<file path="src/rtl/dma_burst_pkg.sv">
package dma_burst_pkg;

  localparam int unsigned BEAT_W = 4;

  typedef enum logic [1:0] {
    BL_ONE    = 2'd0,
    BL_TWO    = 2'd1,
    BL_FOUR   = 2'd2,
    BL_TWELVE = 2'd3
  } burst_code_e;

  typedef enum logic {
    ST_IDLE  = 1'b0,
    ST_BURST = 1'b1
  } seq_state_e;

  function automatic logic [BEAT_W-1:0] burst_len(input burst_code_e code);
    case (code)
      BL_ONE:  burst_len = BEAT_W'(1);
      BL_TWO:  burst_len = BEAT_W'(2);
      BL_FOUR: burst_len = BEAT_W'(4);
      default: burst_len = BEAT_W'(12);
    endcase
  endfunction

endpackage

</file>
<file path="src/rtl/dma_cfg_regs.sv">
module dma_cfg_regs
  import dma_burst_pkg::*;
#(
  parameter int unsigned CFG_W  = 8,
  parameter int unsigned RX_BIT = 1,
  parameter int unsigned TX_BIT = 0
) (
  input  logic             clk,
  input  logic             rst_n,
  input  logic             cfg_wr,
  input  logic             cfg_sel,
  input  logic [CFG_W-1:0] cfg_wdata,
  output logic             rx_en,
  output logic             tx_en,
  output burst_code_e      burst_code,
  output logic             clr_cmd
);

  logic en_wr, len_wr;
  logic unused_rsvd;

  assign en_wr   = cfg_wr && !cfg_sel;
  assign len_wr  = cfg_wr && cfg_sel;
  assign clr_cmd = en_wr && !cfg_wdata[RX_BIT] && !cfg_wdata[TX_BIT];

  // reserved bits of the enable write carry no function
  assign unused_rsvd = ^cfg_wdata[CFG_W-1:2];

  always_ff @(posedge clk or negedge rst_n) begin
    if (!rst_n) begin
      rx_en      <= 1'b0;
      tx_en      <= 1'b0;
      burst_code <= BL_ONE;
    end else begin
      if (en_wr) begin
        rx_en <= cfg_wdata[RX_BIT];
        tx_en <= cfg_wdata[TX_BIT];
      end
      if (len_wr) burst_code <= burst_code_e'(cfg_wdata[1:0]);
    end
  end

  p_clear_disables_r10: assert property (@(posedge clk) disable iff (!rst_n)
    clr_cmd |=> !rx_en && !tx_en);

endmodule

</file>
<file path="src/rtl/dma_burst_seq.sv">
module dma_burst_seq
  import dma_burst_pkg::*;
(
  input  logic        clk,
  input  logic        rst_n,
  input  logic        run,
  input  logic        abort,
  input  logic        want_rx,
  input  logic        word_mode,
  input  burst_code_e burst_code,
  input  logic        dma_ack,
  input  logic        dma_tc,
  output logic        dma_req,
  output logic        dma_rx,
  output logic        dma_word,
  output logic        dma_last,
  output logic        tc_hit
);

  seq_state_e        state;
  logic [BEAT_W-1:0] cnt, len_q;
  logic              beat;

  assign dma_req  = (state == ST_BURST);
  assign beat     = dma_req && dma_ack;
  assign dma_last = dma_req && (cnt == len_q - BEAT_W'(1));
  assign tc_hit   = beat && dma_tc;

  always_ff @(posedge clk or negedge rst_n) begin
    if (!rst_n) begin
      state    <= ST_IDLE;
      cnt      <= '0;
      len_q    <= BEAT_W'(1);
      dma_rx   <= 1'b0;
      dma_word <= 1'b0;
    end else if (abort) begin
      state <= ST_IDLE;
      cnt   <= '0;
    end else begin
      case (state)
        ST_IDLE: begin
          if (run) begin
            state    <= ST_BURST;
            cnt      <= '0;
            len_q    <= burst_len(burst_code);
            dma_rx   <= want_rx;
            dma_word <= word_mode;
          end
        end
        default: begin
          if (beat) begin
            if (dma_last || dma_tc) begin
              state <= ST_IDLE;
              cnt   <= '0;
            end else begin
              cnt <= cnt + BEAT_W'(1);
            end
          end
        end
      endcase
    end
  end

  p_req_hold_r5: assert property (@(posedge clk) disable iff (!rst_n)
    dma_req && !dma_ack && !abort |=> dma_req);
  p_gap_after_last_r5: assert property (@(posedge clk) disable iff (!rst_n)
    beat && dma_last |=> !dma_req);
  p_cnt_range_r5: assert property (@(posedge clk) disable iff (!rst_n)
    cnt < len_q);
  p_dir_stable_r2: assert property (@(posedge clk) disable iff (!rst_n)
    dma_req |=> !dma_req || $stable(dma_rx));
  p_width_stable_r7: assert property (@(posedge clk) disable iff (!rst_n)
    dma_req |=> !dma_req || $stable(dma_word));
  p_abort_drops_r10: assert property (@(posedge clk) disable iff (!rst_n)
    abort |=> !dma_req);

endmodule

</file>
<file path="src/rtl/dma_eop_status.sv">
module dma_eop_status #(
  parameter bit IRQ_REG = 1'b0
) (
  input  logic clk,
  input  logic rst_n,
  input  logic set_eop,
  input  logic clr_eop,
  input  logic irq_en,
  output logic eop,
  output logic irq
);

  logic eop_d;

  always_comb begin
    eop_d = eop;
    if (set_eop) eop_d = 1'b1;
    if (clr_eop) eop_d = 1'b0;
  end

  always_ff @(posedge clk or negedge rst_n) begin
    if (!rst_n) eop <= 1'b0;
    else        eop <= eop_d;
  end

  generate
    if (IRQ_REG) begin : g_irq_flop
      always_ff @(posedge clk or negedge rst_n) begin
        if (!rst_n) irq <= 1'b0;
        else        irq <= eop_d && irq_en;
      end
    end else begin : g_irq_comb
      assign irq = eop && irq_en;
    end
  endgenerate

  p_eop_sticky_r8: assert property (@(posedge clk) disable iff (!rst_n)
    eop && !clr_eop |=> eop);
  p_eop_cleared_r10: assert property (@(posedge clk) disable iff (!rst_n)
    clr_eop |=> !eop);

endmodule

</file>
<file path="src/rtl/dma_burst_ctrl.sv">
module dma_burst_ctrl
  import dma_burst_pkg::*;
#(
  parameter int unsigned CFG_W   = 8,
  parameter bit          IRQ_REG = 1'b0
) (
  input  logic             clk,
  input  logic             rst_n,
  input  logic             cfg_wr,
  input  logic             cfg_sel,
  input  logic [CFG_W-1:0] cfg_wdata,
  input  logic             word_mode,
  input  logic             irq_en,
  input  logic             dma_ack,
  input  logic             dma_tc,
  output logic             dma_req,
  output logic             dma_rx,
  output logic             dma_word,
  output logic             dma_last,
  output logic             eop,
  output logic             irq
);

  logic        rx_en, tx_en, clr_cmd, tc_hit, run;
  burst_code_e burst_code;

  dma_cfg_regs #(.CFG_W(CFG_W), .RX_BIT(1), .TX_BIT(0)) u_regs (
    .clk        (clk),
    .rst_n      (rst_n),
    .cfg_wr     (cfg_wr),
    .cfg_sel    (cfg_sel),
    .cfg_wdata  (cfg_wdata),
    .rx_en      (rx_en),
    .tx_en      (tx_en),
    .burst_code (burst_code),
    .clr_cmd    (clr_cmd)
  );

  // receive has priority: direction follows rx_en whenever it is set
  assign run = (rx_en || tx_en) && !eop;

  dma_burst_seq u_seq (
    .clk        (clk),
    .rst_n      (rst_n),
    .run        (run),
    .abort      (clr_cmd),
    .want_rx    (rx_en),
    .word_mode  (word_mode),
    .burst_code (burst_code),
    .dma_ack    (dma_ack),
    .dma_tc     (dma_tc),
    .dma_req    (dma_req),
    .dma_rx     (dma_rx),
    .dma_word   (dma_word),
    .dma_last   (dma_last),
    .tc_hit     (tc_hit)
  );

  dma_eop_status #(.IRQ_REG(IRQ_REG)) u_eop (
    .clk     (clk),
    .rst_n   (rst_n),
    .set_eop (tc_hit),
    .clr_eop (clr_cmd),
    .irq_en  (irq_en),
    .eop     (eop),
    .irq     (irq)
  );

  p_eop_no_req_r8: assert property (@(posedge clk) disable iff (!rst_n)
    eop |-> !dma_req);
  p_clear_irq_r10: assert property (@(posedge clk) disable iff (!rst_n)
    clr_cmd |=> !irq && !dma_req);
  p_tc_sets_eop_r8: assert property (@(posedge clk) disable iff (!rst_n)
    dma_req && dma_ack && dma_tc && !clr_cmd |=> eop);

endmodule

</file>
<file path="config.mk">
export PLATFORM = sky130hd
export DESIGN_NAME = dma_burst_ctrl
export DESIGN_NICKNAME = d
export VERILOG_FILES = /design/src/rtl/dma_burst_pkg.sv /design/src/rtl/dma_cfg_regs.sv /design/src/rtl/dma_burst_seq.sv /design/src/rtl/dma_eop_status.sv /design/src/rtl/dma_burst_ctrl.sv
export SDC_FILE = /design/constraint.sdc
export NUM_CORES = 1
export LEC_CHECK = 0
export BUFFER_PORTS_ARGS = -buffer_cell sky130_fd_sc_hd__clkbuf_2
export CAP_MARGIN = 20
export CORE_MARGIN = 4
export CORE_UTILIZATION = 45
export DETAILED_ROUTE_END_ITERATION = 6
export MAX_ROUTING_LAYER = met4
export PLACE_DENSITY = 0.8
export REMOVE_ABC_BUFFERS = 1
export SLEW_MARGIN = 30
export SYNTH_ARGS = -nofsm -noshare
export SYNTH_HDL_FRONTEND = slang
export SYNTH_SLANG_ARGS = --single-unit
</file>
<file path="constraint.sdc">
create_clock -name clk -period 1.68 [get_ports clk]
set_input_delay 0.252 -clock clk [delete_from_list [all_inputs] [get_ports clk]]
set_output_delay 0.252 -clock clk [all_outputs]
set_load 0.005 [all_outputs]
</file>
==> run metrics <==
post-route design area=1100 um2; Post-synth ARST share=100%; status=finished, violations left; CTS tree=built; Power Dens Cells=1630 nW/um2; Max IR drop VDD=883 uV; number of remaining DRC errors=0; max-slew violation count=0; layout cell share with drive strength beyond 1=42.9%; RSZ-0062 raised after global routing=true; Sw Pwr=0.699 mW; Post-synth top cells=dfrtp_1 (15), mux2_2 (7), nand2_1 (7); violated checks=setup timing; WL/cell=12.8 um; setup TNS=-1120 ps; min cycle time layout=1930 ps; Tcrit/Tclk final=115%; max-cap violations=0; FF-to-FF Start=u_seq.len_q[0]$_DFFE_PN1P_; cell area after synthesis=860 um2; reg-to-reg slack, setup=-230 ps; clk sinks=16; P_int=1.10 mW; post-synthesis mux area share=9.17%; clock group share of total power=14.3%; clock buffer depth=2; Primary FF master, synth=dfrtp_1; post-synthesis xor/xnor area fraction=6.11%; Crit Path Category=flip-flop to output pin; Reg power frac=37.3%; Synth area leader=dfrtp_1; pre-CTS setup slack=-181 ps; vias in the first global route=676; Initial Util=48.7%; final worst setup slack=-255 ps; Max FO, Critical Path=2; vias=688; diode count=0; largest net degree at the start of global routing=17; final setup fails=5; placed inst area=992 um2; largest family of logic cells by synthesized area=simple AND/OR/NAND/NOR gates; Hold Path Origin=word_mode; core area=1760 um2; Sw Ratio=38.9%; Num CTS Buffers=3; P_leak=0.482 nW; Routed Antenna Nets=0; grt total ovfl=0; Worst setup EP type=output pin; Slew @ Worst Pin=447 ps; RR Endpoint=u_seq.cnt[2]$_DFFE_PN0P_; Setup crit start kind=flip-flop; syn_area_per_cell=10.9 um2; sequential cell area fraction in the yosys report=46.7%; EDFF count, synth=0; Worst-path clk slew=90 ps; hpwl dp=1140 um; Pre-Repair DR Iteration Count=4; Setup Skew=6.82 ps; PortBufs=15; Yosys reg bits=16; Yosys warning total=0; antenna violations before repair=0; total track usage=15.1%; most numerous cell in the Yosys netlist=dfrtp_1; Synth Area in Adders=2.91%; post-synth top area share=43.7%; area growth from synthesis to layout=28.5%; die height=51.7 um; Fillers=159; final wirelength=1660 um; Cells after Synth=79; num rows=15; DR iter-0 viols=5; Worst-Skew Late Latency=290 ps; Synth Area in Compound Gates=12.7%; hold worst-path end=u_seq.dma_word$_DFFE_PN0P_; WP data arrival=1680 ps; final hold slack=197 ps; CTS root buffer=clkbuf_4; combinational share of power=48.4%; nets=124; Die Area=2670 um2; hold path depth=2; synth unique cells=27; HP Class=input pin to flip-flop; fmax=517 MHz; final hold vios=0; required time of the worst setup path=1430 ps; via/cell ratio=5.29; # IOs=22; Slew HR=70.0%; gpl congestion=0.768; power consumption=1.80 mW; Post-Synth Simple-Gate Area=18.9%; H-tree levels=1; Die W=51.7 um; first-pass GRT wire length=2940 um; cells on worst reg2reg path=7; top post-synthesis cells by area=dfrtp_1 (44%), mux2_2 (9.2%), xnor2_1 (4.1%)
-- how the worst max path moves through the flow --
| stage | from | end | slack (ps) | depth (start not counted) |
|---|---|---|---|---|
| floorplan | u_seq.len_q[0]$_DFFE_PN1P_ | u_seq.cnt[2]$_DFFE_PN0P_ | -40 | 6 |
| global placement | u_seq.len_q[0]$_DFFE_PN1P_ | dma_last | -150 | 6 |
| detailed placement | u_seq.len_q[0]$_DFFE_PN1P_ | dma_last | -180 | 6 |
| CTS | u_seq.len_q[0]$_DFFE_PN1P_ | dma_last | -270 | 6 |
| global route | u_seq.len_q[0]$_DFFE_PN1P_ | u_seq.cnt[2]$_DFFE_PN0P_ | -360 | 7 |
| finish | u_seq.len_q[0]$_DFFE_PN1P_ | dma_last | -250 | 6 |
-- metal layers --
metal / wire length, um / share of wire (%) / GRT usage (%) / vias up
met5: 0 / 0 / - / -
met4: 20 / 1.2 / 3.49 / 0
met3: 57 / 3.4 / 4.58 / 4
met2: 859 / 52 / 25.2 / 17
met1: 720 / 43 / 17.9 / 324
li1: - / - / - / 343
-- state kept, by name, summed over array words and instances (netlist names) --
name and count:
u_seq.dma_word 1, u_regs.burst_code 2, u_seq.len_q 4, u_eop.eop 1, u_regs.tx_en 1, u_regs.rx_en 1
u_seq.dma_req 1, u_seq.cnt 4, u_seq.dma_rx 1
-- cell type report --
class	instances	area, um2	share of cell area [%]
multi-input cells	57	479	43.4
repair buffers	23	138	12.5
flip-flops and latches	16	402	36.4
well taps	25	31.3	2.83
clock buffers	4	36.3	3.28
inverters	5	18.8	1.70
-- cells by family (layout without fill, tap and decap cells) --
group,after synthesis,count (layout)
multiplexers,7,7
AND/OR/NAND/NOR,26,26
adder cells (fa/ha/maj),2,2
XOR/XNOR,6,6
AO/OA/AOI/OAI,16,16
flip-flops,16,16
buffers and inverters,6,32
-- worst max-delay path: stages (launching register included) --
cell and delay, ps:
dfstp_2 550, inv_2 50, ha_4 260, xor2_2 140, nand3_2 120, nor3_4 150, clkbuf_2 130
-- repair_timing --
action | CTS | global route
endpoints found under the hold margin | 15 | 0
buffers inserted | 3 | 1
hold buffers | 1 | 0
pin swaps | 3 | 1
gates resized for setup | 5 | 4
endpoints found under the setup margin | 6 | 6
-- power by group through the flow --
stage                     Sequential [mW]  Combinational (mW)  Clock, mW
final                               0.671               0.870      0.256
after global routing                0.698               0.951      0.284
after CTS                           0.669               0.766      0.262
after detailed placement            0.669               0.634          0
after global placement              0.658               0.619          0
after floorplan                     0.650               0.419          0
-- placed cells by master (no fill, tap or decap), types with 2 or more instances in the layout --
cell,count
a31oi_1,4
mux2_2,7
buf_4,7
nor2_1,5
dfrtp_1,15
clkbuf_2,15
nand2_1,7
inv_1,4
o21ai_0,6
clkbuf_4,3
nor3_1,2
xnor2_1,2
o211ai_1,2
xnor2_2,2
-- through the flow --
step	util [%]	cells
global placement	56.2	123
CTS	61.8	131
detailed placement	56.2	123
floorplan	-	78
global route	62.6	130
finish	62.6	130
No activity file was read; power rests on OpenSTA's default activity.
